<file path="src/rtl/cur_pkg.sv">
package cur_pkg;
    typedef enum logic [3:0] {
        IDX_MODE  = 4'd0,
        IDX_ENC   = 4'd1,
        IDX_XHI   = 4'd2,
        IDX_XLO   = 4'd3,
        IDX_YHI   = 4'd4,
        IDX_YLO   = 4'd5,
        IDX_BHI   = 4'd6,
        IDX_BLO   = 4'd7,
        IDX_OFFX  = 4'd8,
        IDX_OFFY  = 4'd9,
        IDX_FG    = 4'd10,
        IDX_BG    = 4'd11
    } reg_idx_e;

    typedef enum logic [0:0] {
        FS_IDLE = 1'b0,
        FS_RUN  = 1'b1
    } fetch_st_e;
endpackage

</file>
<file path="src/rtl/cur_regs.sv">
module cur_regs #(
    parameter int PIX_W   = 8,
    parameter int COORD_W = 11,
    parameter int BASE_W  = 12,
    parameter int OFF_W   = 6,
    parameter int STK     = 4
) (
    input  logic               clk,
    input  logic               rst_n,
    input  logic               we,
    input  logic               re,
    input  logic [3:0]         addr,
    input  logic [7:0]         wdata,
    output logic [7:0]         rdata,
    output logic               cur_en,
    output logic               enc_sel,
    output logic [COORD_W-1:0] pos_x,
    output logic [COORD_W-1:0] pos_y,
    output logic [BASE_W-1:0]  base,
    output logic [OFF_W-1:0]   off_x,
    output logic [OFF_W-1:0]   off_y,
    output logic [PIX_W-1:0]   fg0,
    output logic [PIX_W-1:0]   bg0,
    output logic [$clog2(STK)-1:0] fg_ptr
);
    import cur_pkg::*;
    localparam int PTR_W = $clog2(STK);

    typedef struct packed {
        logic [7:0]                  mode;
        logic [7:0]                  enc;
        logic [COORD_W-1:0]          xs;
        logic [COORD_W-1:0]          ys;
        logic [COORD_W-1:0]          px;
        logic [COORD_W-1:0]          py;
        logic [BASE_W-1:0]           base;
        logic [OFF_W-1:0]            ox;
        logic [OFF_W-1:0]            oy;
        logic [STK-1:0][PIX_W-1:0]   fg;
        logic [STK-1:0][PIX_W-1:0]   bg;
        logic [PTR_W-1:0]            fp;
        logic [PTR_W-1:0]            bp;
    } regs_t;

    regs_t r_q, r_d;

    always_comb begin
        r_d   = r_q;
        rdata = 8'h00;
        if (re) begin
            case (addr)
                IDX_MODE: rdata = r_q.mode;
                IDX_ENC:  rdata = r_q.enc;
                IDX_XHI:  rdata = 8'(r_q.xs >> 8);
                IDX_XLO:  rdata = r_q.xs[7:0];
                IDX_YHI:  rdata = 8'(r_q.ys >> 8);
                IDX_YLO:  rdata = r_q.ys[7:0];
                IDX_BHI:  rdata = 8'(r_q.base >> 8);
                IDX_BLO:  rdata = r_q.base[7:0];
                IDX_OFFX: rdata = 8'(r_q.ox);
                IDX_OFFY: rdata = 8'(r_q.oy);
                IDX_FG: begin
                    rdata  = 8'(r_q.fg[r_q.fp]);
                    r_d.fp = '0;
                end
                IDX_BG: begin
                    rdata  = 8'(r_q.bg[r_q.bp]);
                    r_d.bp = '0;
                end
                default: rdata = 8'h00;
            endcase
        end
        if (we) begin
            case (addr)
                IDX_MODE: r_d.mode = wdata;
                IDX_ENC:  r_d.enc  = wdata;
                IDX_XHI:  r_d.xs   = COORD_W'({wdata, r_q.xs[7:0]});
                IDX_XLO:  r_d.xs   = COORD_W'({r_q.xs >> 8, wdata});
                IDX_YHI: begin
                    r_d.ys = COORD_W'({wdata, r_q.ys[7:0]});
                    r_d.py = COORD_W'({wdata, r_q.ys[7:0]});
                    r_d.px = r_q.xs;
                end
                IDX_YLO:  r_d.ys   = COORD_W'({r_q.ys >> 8, wdata});
                IDX_BHI:  r_d.base = BASE_W'({wdata, r_q.base[7:0]});
                IDX_BLO:  r_d.base = BASE_W'({r_q.base >> 8, wdata});
                IDX_OFFX: r_d.ox   = wdata[OFF_W-1:0];
                IDX_OFFY: r_d.oy   = wdata[OFF_W-1:0];
                IDX_FG: begin
                    r_d.fg[r_q.fp] = PIX_W'(wdata);
                    r_d.fp         = r_q.fp + 1'b1;
                end
                IDX_BG: begin
                    r_d.bg[r_q.bp] = PIX_W'(wdata);
                    r_d.bp         = r_q.bp + 1'b1;
                end
                default: ;
            endcase
        end
    end

    always_ff @(posedge clk) begin
        if (!rst_n) begin
            r_q    <= '0;
            r_q.fg <= '1;
            r_q.bg <= '0;
        end else begin
            r_q <= r_d;
        end
    end

    assign cur_en  = r_q.mode[0];
    assign enc_sel = r_q.enc[4];
    assign pos_x   = r_q.px;
    assign pos_y   = r_q.py;
    assign base    = r_q.base;
    assign off_x   = r_q.ox;
    assign off_y   = r_q.oy;
    assign fg0     = r_q.fg[0];
    assign bg0     = r_q.bg[0];
    assign fg_ptr  = r_q.fp;
endmodule

</file>
<file path="src/rtl/cur_fetch.sv">
module cur_fetch #(
    parameter int COORD_W = 11,
    parameter int ADDR_W  = 22,
    parameter int DIM     = 64,
    parameter int MEM_W   = 16,
    localparam int OFF_W  = $clog2(DIM),
    localparam int WORDS  = (DIM * 2) / MEM_W,
    localparam int WIDX_W = $clog2(WORDS),
    localparam int MB_SH  = $clog2(MEM_W / 8),
    localparam int BASE_W = ADDR_W - OFF_W - WIDX_W - MB_SH
) (
    input  logic                        clk,
    input  logic                        rst_n,
    input  logic                        hblank,
    input  logic [COORD_W-1:0]          beam_y,
    input  logic [COORD_W-1:0]          pos_y,
    input  logic [OFF_W-1:0]            off_y,
    input  logic [BASE_W-1:0]           base,
    output logic                        mem_req,
    output logic [ADDR_W-1:0]           mem_addr,
    input  logic                        mem_ack,
    input  logic [MEM_W-1:0]            mem_rdata,
    output logic [WORDS-1:0][MEM_W-1:0] line_buf,
    output logic                        line_ok
);
    import cur_pkg::*;

    typedef struct packed {
        fetch_st_e                  st;
        logic                       hb;
        logic [OFF_W-1:0]           row;
        logic [WIDX_W-1:0]          widx;
        logic [WORDS-1:0][MEM_W-1:0] buf_w;
        logic                       ok;
    } fetch_t;

    fetch_t f_q, f_d;

    logic [COORD_W:0]   nxt_line;
    logic [COORD_W:0]   dy;
    logic [COORD_W+1:0] row_sum;
    logic               above;
    logic               vis;

    always_comb begin
        nxt_line = {1'b0, beam_y} + 1'b1;
        above    = nxt_line < {1'b0, pos_y};
        dy       = nxt_line - {1'b0, pos_y};
        row_sum  = {1'b0, dy} + (COORD_W+2)'(off_y);
        vis      = !above && (row_sum < (COORD_W+2)'(DIM));

        f_d    = f_q;
        f_d.hb = hblank;
        case (f_q.st)
            FS_IDLE: begin
                if (hblank && !f_q.hb) begin
                    f_d.ok = 1'b0;
                    if (vis) begin
                        f_d.st   = FS_RUN;
                        f_d.row  = row_sum[OFF_W-1:0];
                        f_d.widx = '0;
                    end
                end
            end
            FS_RUN: begin
                if (mem_ack) begin
                    f_d.buf_w[f_q.widx] = mem_rdata;
                    if (f_q.widx == WIDX_W'(WORDS - 1)) begin
                        f_d.st = FS_IDLE;
                        f_d.ok = 1'b1;
                    end else begin
                        f_d.widx = f_q.widx + 1'b1;
                    end
                end
            end
            default: f_d.st = FS_IDLE;
        endcase
    end

    always_ff @(posedge clk) begin
        if (!rst_n) f_q <= '0;
        else        f_q <= f_d;
    end

    assign mem_req  = (f_q.st == FS_RUN);
    assign mem_addr = {base, f_q.row, f_q.widx, {MB_SH{1'b0}}};
    assign line_buf = f_q.buf_w;
    assign line_ok  = f_q.ok;
endmodule

</file>
<file path="src/rtl/cur_mix.sv">
module cur_mix #(
    parameter int PIX_W   = 8,
    parameter int COORD_W = 11,
    parameter int DIM     = 64,
    parameter int MEM_W   = 16,
    localparam int OFF_W  = $clog2(DIM),
    localparam int WORDS  = (DIM * 2) / MEM_W,
    localparam int BIT_W  = $clog2(MEM_W)
) (
    input  logic                        clk,
    input  logic                        rst_n,
    input  logic [COORD_W-1:0]          beam_x,
    input  logic [PIX_W-1:0]            pix_in,
    input  logic [COORD_W-1:0]          pos_x,
    input  logic [OFF_W-1:0]            off_x,
    input  logic                        cur_en,
    input  logic                        enc_sel,
    input  logic [PIX_W-1:0]            fg,
    input  logic [PIX_W-1:0]            bg,
    input  logic [WORDS-1:0][MEM_W-1:0] line_buf,
    input  logic                        line_ok,
    output logic [PIX_W-1:0]            pix_out
);
    typedef struct packed {
        logic [PIX_W-1:0] pix;
    } mix_t;

    mix_t m_q, m_d;

    logic [COORD_W:0]         dx;
    logic [COORD_W+1:0]       col;
    logic                     in_win;
    logic [OFF_W-1:0]         cidx;
    logic [OFF_W-BIT_W-1:0]   pair;
    logic [MEM_W-1:0]         wa, wb;
    logic                     bit_a, bit_b;

    always_comb begin
        dx     = {1'b0, beam_x} - {1'b0, pos_x};
        col    = {1'b0, dx} + (COORD_W+2)'(off_x);
        in_win = !dx[COORD_W] && (col < (COORD_W+2)'(DIM));
        cidx   = col[OFF_W-1:0];
        pair   = cidx[OFF_W-1:BIT_W];
        wa     = line_buf[{pair, 1'b0}];
        wb     = line_buf[{pair, 1'b1}];
        bit_a  = wa[~cidx[BIT_W-1:0]];
        bit_b  = wb[~cidx[BIT_W-1:0]];

        m_d.pix = pix_in;
        if (cur_en && line_ok && in_win) begin
            if (!enc_sel) begin
                case ({bit_a, bit_b})
                    2'b00:   m_d.pix = bg;
                    2'b01:   m_d.pix = fg;
                    2'b10:   m_d.pix = pix_in;
                    default: m_d.pix = ~pix_in;
                endcase
            end else begin
                case ({bit_a, bit_b})
                    2'b10:   m_d.pix = bg;
                    2'b11:   m_d.pix = fg;
                    default: m_d.pix = pix_in;
                endcase
            end
        end
    end

    always_ff @(posedge clk) begin
        if (!rst_n) m_q <= '0;
        else        m_q <= m_d;
    end

    assign pix_out = m_q.pix;
endmodule

</file>
<file path="src/rtl/cursor_overlay.sv">
module cursor_overlay #(
    parameter int PIX_W   = 8,
    parameter int COORD_W = 11,
    parameter int ADDR_W  = 22,
    parameter int DIM     = 64,
    parameter int MEM_W   = 16,
    parameter int STK     = 4
) (
    input  logic               clk,
    input  logic               rst_n,
    input  logic               reg_we,
    input  logic               reg_re,
    input  logic [3:0]         reg_addr,
    input  logic [7:0]         reg_wdata,
    output logic [7:0]         reg_rdata,
    output logic               mem_req,
    output logic [ADDR_W-1:0]  mem_addr,
    input  logic               mem_ack,
    input  logic [MEM_W-1:0]   mem_rdata,
    input  logic [COORD_W-1:0] beam_x,
    input  logic [COORD_W-1:0] beam_y,
    input  logic               hblank,
    input  logic [PIX_W-1:0]   pix_in,
    output logic [PIX_W-1:0]   pix_out
);
    localparam int OFF_W  = $clog2(DIM);
    localparam int WORDS  = (DIM * 2) / MEM_W;
    localparam int WIDX_W = $clog2(WORDS);
    localparam int MB_SH  = $clog2(MEM_W / 8);
    localparam int BASE_W = ADDR_W - OFF_W - WIDX_W - MB_SH;
    localparam int PTR_W  = $clog2(STK);

    logic                        cur_en, enc_sel;
    logic [COORD_W-1:0]          pos_x, pos_y;
    logic [BASE_W-1:0]           base;
    logic [OFF_W-1:0]            off_x, off_y;
    logic [PIX_W-1:0]            fg0, bg0;
    logic [PTR_W-1:0]            fg_ptr;
    logic [WORDS-1:0][MEM_W-1:0] line_buf;
    logic                        line_ok;

    cur_regs #(
        .PIX_W(PIX_W), .COORD_W(COORD_W), .BASE_W(BASE_W), .OFF_W(OFF_W), .STK(STK)
    ) regs_i (
        .clk(clk), .rst_n(rst_n), .we(reg_we), .re(reg_re), .addr(reg_addr),
        .wdata(reg_wdata), .rdata(reg_rdata), .cur_en(cur_en), .enc_sel(enc_sel),
        .pos_x(pos_x), .pos_y(pos_y), .base(base), .off_x(off_x), .off_y(off_y),
        .fg0(fg0), .bg0(bg0), .fg_ptr(fg_ptr)
    );

    cur_fetch #(
        .COORD_W(COORD_W), .ADDR_W(ADDR_W), .DIM(DIM), .MEM_W(MEM_W)
    ) fetch_i (
        .clk(clk), .rst_n(rst_n), .hblank(hblank), .beam_y(beam_y), .pos_y(pos_y),
        .off_y(off_y), .base(base), .mem_req(mem_req), .mem_addr(mem_addr),
        .mem_ack(mem_ack), .mem_rdata(mem_rdata), .line_buf(line_buf), .line_ok(line_ok)
    );

    cur_mix #(
        .PIX_W(PIX_W), .COORD_W(COORD_W), .DIM(DIM), .MEM_W(MEM_W)
    ) mix_i (
        .clk(clk), .rst_n(rst_n), .beam_x(beam_x), .pix_in(pix_in), .pos_x(pos_x),
        .off_x(off_x), .cur_en(cur_en), .enc_sel(enc_sel), .fg(fg0), .bg(bg0),
        .line_buf(line_buf), .line_ok(line_ok), .pix_out(pix_out)
    );
endmodule

</file>
<file path="config.mk">
export PLATFORM = sky130hd
export DESIGN_NAME = cursor_overlay
export DESIGN_NICKNAME = d
export VERILOG_FILES = /design/src/rtl/cur_pkg.sv /design/src/rtl/cur_regs.sv /design/src/rtl/cur_fetch.sv /design/src/rtl/cur_mix.sv /design/src/rtl/cursor_overlay.sv
export SDC_FILE = /design/constraint.sdc
export NUM_CORES = 1
export LEC_CHECK = 0
export ABC_CLOCK_PERIOD_IN_PS = 5020
export BUFFER_PORTS_ARGS = -buffer_cell sky130_fd_sc_hd__clkbuf_2
export CAP_MARGIN = 10
export CELL_PAD_IN_SITES_DETAIL_PLACEMENT = 1
export CELL_PAD_IN_SITES_GLOBAL_PLACEMENT = 2
export CORE_MARGIN = 4
export CORE_UTILIZATION = 35
export DETAILED_ROUTE_END_ITERATION = 6
export PLACE_DENSITY_LB_ADDON = 0.1
export SETUP_SLACK_MARGIN = 0.15
export SLEW_MARGIN = 30
export SYNTH_ARGS = -nofsm -noshare
export SYNTH_HDL_FRONTEND = slang
export SYNTH_HIERARCHICAL = 1
export SYNTH_SLANG_ARGS = --single-unit
</file>
<file path="constraint.sdc">
create_clock -name clk -period 5.02 [get_ports clk]
set_input_delay 1.255 -clock clk [delete_from_list [all_inputs] [get_ports clk]]
set_output_delay 1.255 -clock clk [all_outputs]
set_load 0.005 [all_outputs]
</file>
Yosys cells after proc, flatten, opt, wreduce, memory -nomap -nowiden --
Cells that the tools add are included.
Storage, ports and cells: register bits 300, memory bits (read-only) 0, logic and storage cells 164, bits in latches 0, input bits 64, memories 0, RAM bits 0
Cells by class: order comparisons 12, div/mod/pow operators 0, shift-type cells 0, $mul 0, $add $sub $neg 8, equality and inequality tests 20, bitwise logic cells 9, reductions and logical operators 30, muxes and demuxes 49
Operators with widths (count):
- $mux W132 | 1
- $bwmux W128 | 1
- $pmux W8 S12 | 1
- $bmux W16 S2 | 2
- $bwmux W32 | 2
- $mux W8 | 7
- $demux W16 S3 | 1
- $mux W16 | 3
- $pmux W11 S2 | 2
- $bmux W8 S2 | 2
- $demux W8 S2 | 2
- $add A12 B6 Y13 | 2
- $lt A13 B7 Y1 const B | 2
- $pmux W12 S2 | 1
- $pmux W8 S3 | 1
- $reduce_and A3 Y1 | 8
- $eq A4 B3 Y1 const B | 4
- $eq A4 B4 Y1 const B | 4
- $pmux W8 S2 | 1
- $reduce_and A2 Y1 | 8
- $add A11 B1 Y12 const B | 1
- $lt A12 B11 Y1 | 1
- $lt A3 B4 Y1 const B | 3
- $sub A11 B11 Y12 | 1
- other kinds (29) | 67

Longest topological paths before layout --
depth in word-level cells 10, gate-level depth with buffers 25, gate-level depth less buffers 20

Cells and area by module --
The synthesis kept the hierarchy.
By module, submodules not included:
- cur_regs | times used 1, cells each 808, seq. area each 3042.9 µm², area each 7611.0 µm²
- cur_fetch | times used 1, cells each 924, seq. area each 2802.7 µm², area each 7464.7 µm²
- cur_mix | times used 1, cells each 466, seq. area each 160.2 µm², area each 3419.5 µm²

Least setup slack after synthesis --
No wires, ideal clock.
kind in2reg, from in beam_x[0], to reg mix_i.m_q (netlist bit mix_i/pix_out[0]), path buffers 3, setup time 0.143 ns, data arrival time 5.256 ns, path slack -0.379 ns, data required time 4.877 ns, cell stages on the path 22, path through inv_1 ha_1 inv_1 fa_1 a21o_1 a21oi_1 xnor2_1 ha_1 buf_2 or2_2 nand2_1 o211a_1 buf_2 mux2_2 a211o_1 a41oi_1 a31oi_2 xnor2_1 clkbuf_1 o21ai_0 a21oi_1 a311oi_1
Between the ends: word-level cells in the longest chain between the ends 10
Ends and longest elaborated chain:
- start: declaration | RTL line cursor_overlay.sv:20 | input logic [COORD_W-1:0] beam_x,
- $sub A11 B11 Y12 (*) | RTL line cur_mix.sv:39 | dx = {1'b0, beam_x} - {1'b0, pos_x};
- $add A12 B6 Y13 | RTL line cur_mix.sv:40 | col = {1'b0, dx} + (COORD_W+2)'(off_x);
- $bmux W16 S2 (on tied branches) | RTL line cur_mix.sv:45, cur_mix.sv:44
- $mux W16 (on tied branches) | RTL line cur_mix.sv:45, cur_mix.sv:44
- $bmux W1 S4 (on tied branches) | RTL line cur_mix.sv:47, cur_mix.sv:46
- $mux W1 (on tied branches) | RTL line cur_mix.sv:47, cur_mix.sv:46
- $eq A2 B2 Y1 (tied with other cells) | RTL line cur_mix.sv:52, cur_mix.sv:59
- $pmux W8 S3 / $pmux W8 S2 (equally long branches) | RTL line cur_mix.sv:52, cur_mix.sv:59
- $mux W8 | RTL line cur_mix.sv:51 | if (!enc_sel) begin
- $mux W8 (*) | RTL line cur_mix.sv:50 | if (cur_en && line_ok && in_win) begin
- end signal: assignment | RTL line cur_mix.sv:70 | else m_q <= m_d;
- end: declaration | RTL line cur_mix.sv:28 | mix_t m_q, m_d;
Every way passes the cells marked *; elsewhere a longest branch is shown, timed or not. The select of a mux whose other input is x is not followed. A chain may end at the register's enable or synchronous reset.

Worst setup path after layout --
from in beam_x[0], to reg mix_i.m_q (netlist bit mix_i/pix_out[4])
The elaborated chain is that of the path after synthesis.

==> flow_summary.toml <==
[drt]
wirelength_um = 62980
via_per_inst = 5.335
routedWlPerCell_um = 22.36
vias = 15028
ant_nets = 0
drc_errors = 0
drtPass1Iterations = 7
drtIter0Drc = 700

[clock_tree]
cts_buffers = 38
cts_root_buf = "clkbuf_16"
clk_latency_ps = 570
cts_hold_buf = 0
htreeDepth = 2
cts.sinks = 300
cts_buffer_depth = 3
cts.clk_slew.worst_paths_ps = 50
cts_tree = "yes"

[worst_setup_path]
reg2regPathDepth = 25
start_kind = "primary input"
r2r_slack_ps = 430
end_kind = "register"
critPathKind = "primary input to register"
r2r_end = "mix_i/pix_out[5]$_SDFF_PN0_"
crit_required_ps = 5440
critPathMaxFanout = 5
rr_startpoint = "regs_i/pos_x[1]$_SDFFE_PN0P_"
crit_arrival_ps = 5400

[power_and_ir_drop]
ir_worst_vdd_mv = 0.2040
leakage_uw = 0.007743
powerDensity_mw_per_mm2 = 290.7

[synth]
synth.net_count = 2309
syn_area_mm2 = 0.01848
syn_avg_cell_area_um2 = 8.415
yosys_warnings = 6
synth_cells = 2196

[cells_and_area]
stdcell_count = 2817
area_growth_pct = 11.91
n_antenna_cell = 0
fill_cells = 6009
layout-drive-gt1-share_pct = 20.96
mostFrequentLayoutCells = "nand2_1 (445), dfxtp_1 (300), a21boi_0 (159), mux2i_1 (129), buf_4 (113)"
final_nets = 2226
final_common_cell = "nand2_1"
utilization_pct = 39.91

[place]
place_inst = 2732
gp_congestion = 0.8315
io_buffers = 101
dpl.hpwl_um = 44050

[die]
die_w_um = 237.8
start_util_pct = 35.66
rows = 83
fp.dieH_um = 237.8
io_pins = 103
fp.coreArea_mm2 = 0.05182
dieArea_mm2 = 0.05654

[outcome]
status = "finished clean"

[hold_path]
hold_depth = 2
whs_endpoint = "regs_i/pos_y[7]$_SDFFE_PN0P_"
hp-class = "register to register"
hp-start = "regs_i/pos_y[7]$_SDFFE_PN0P_"

[sta]
slew_headroom_pct = 43.55
setup_tns_ps = 0
fin_crit_sh_pct = 99.16
hold_violations = 0
setup-violations-final = 0
final_max_slew_viol_count = 0
tightest_slew_ps = 846.8
max_freq_mhz = 200.9
skew_ps = 22.28
rsz0062_at_grt = "true"
min_period_ps = 4978

[global_routing]
antenna_found_initial = 0
grt_first_pass_wirelength_um = 96410
globalRouteOverflowTotal = 0
grt_pass1_vias = 15651
grt_max_degree = 123
grt_usage_pct = 21.66

[run]
drv_cap = 0
## worst max path at each step
stage	from	to	depth (start not counted)
2_1_floorplan	beam_x[0]	mix_i/pix_out[6]$_SDFF_PN0_	17
3_3_place_gp	beam_x[0]	mix_i/pix_out[2]$_SDFF_PN0_	22
3_5_place_dp	beam_x[0]	mix_i/pix_out[1]$_SDFF_PN0_	22
4_1_cts	beam_x[0]	mix_i/pix_out[4]$_SDFF_PN0_	22
5_1_grt	beam_x[0]	mix_i/pix_out[4]$_SDFF_PN0_	24
6_report	beam_x[0]	mix_i/pix_out[4]$_SDFF_PN0_	21
## flip-flops by register name, summed over array words and instances, names as in the netlist
| name | cells |
|---|---|
| fetch_i/line_buf | 128 |
| regs_i/pos_x | 11 |
| fetch_i/mem_addr | 9 |
| mix_i/pix_out | 8 |
| regs_i/r_q | 86 |
| fetch_i/line_ok | 1 |
| regs_i/pos_y | 11 |
| regs_i/bg0 | 8 |
| regs_i/cur_en | 1 |
| regs_i/enc_sel | 1 |
| regs_i/fg0 | 8 |
| regs_i/off_y | 6 |
| regs_i/off_x | 6 |
| fetch_i/mem_req | 1 |
| fetch_i/f_q | 1 |
| regs_i/base | 12 |
| regs_i/fg_ptr | 2 |
## critical path, cell delays in order
cell	delay (ps)
buf_12	110
inv_12	40
ha_4	120
inv_2	40
fa_2	340
xor2_1	150
ha_1	350
a211o_1	350
buf_12	150
nand2_8	70
mux4_2	510
mux4_2	550
a21oi_4	210
o21ai_2	80
a32oi_2	220
buf_4	160
buf_6	130
mux2i_1	280
o21ai_2	80
a21oi_1	120
a311oi_1	60
## where the power goes
| part | internal (uW) | total (uW) | switching, uW | leakage [uW] |
|---|---|---|---|---|
| Combinational | 433 | 958 | 525 | 0.00474 |
| Sequential | 2400 | 2410 | 14.6 | 0.00242 |
| Clock | 1530 | 2640 | 1110 | 0.000578 |
## metal layers
layer / part of all wire, % / GRT usage, % / wire [um]
met3: 3.3 / 3.063 / 2066
met1: 45 / 28.06 / 28410
met2: 49 / 37.42 / 30780
met4: 2.7 / 6.653 / 1724
met5: 0 / 0 / 0
## final cells by class
class / count / area (um^2) / area share, %
multi-input cells: 1474 / 10480 / 50.66
flip-flops and latches: 300 / 6006 / 29.04
repair buffers: 250 / 1982 / 9.583
clock buffers: 57 / 1114 / 5.384
well taps: 680 / 850.8 / 4.114
inverters: 49 / 198.9 / 0.9619
clock inverters: 7 / 53.80 / 0.2601
## metrics by stage
stage	area [um^2]	setup slack, ps	total power, uW	hold WS (ps)
2_1_floorplan	18640	-37.30	2974	434.4
3_3_place_gp	18750	-803.8	3277	444.7
5_1_grt	20680	-83.26	6257	480.2
3_5_place_dp	18810	-926.7	3289	449.3
6_report	20680	42.04	6011	453.9
4_1_cts	20340	53.98	6029	456.8
## repair_timing
item                       4_1_cts  5_1_grt
setup endpoints to repair        8        8
resized for setup               46       52
buffers inserted                11        5
pin swaps                       35       22
gates cloned                     2        2
Power figures use the tool's default switching activity.
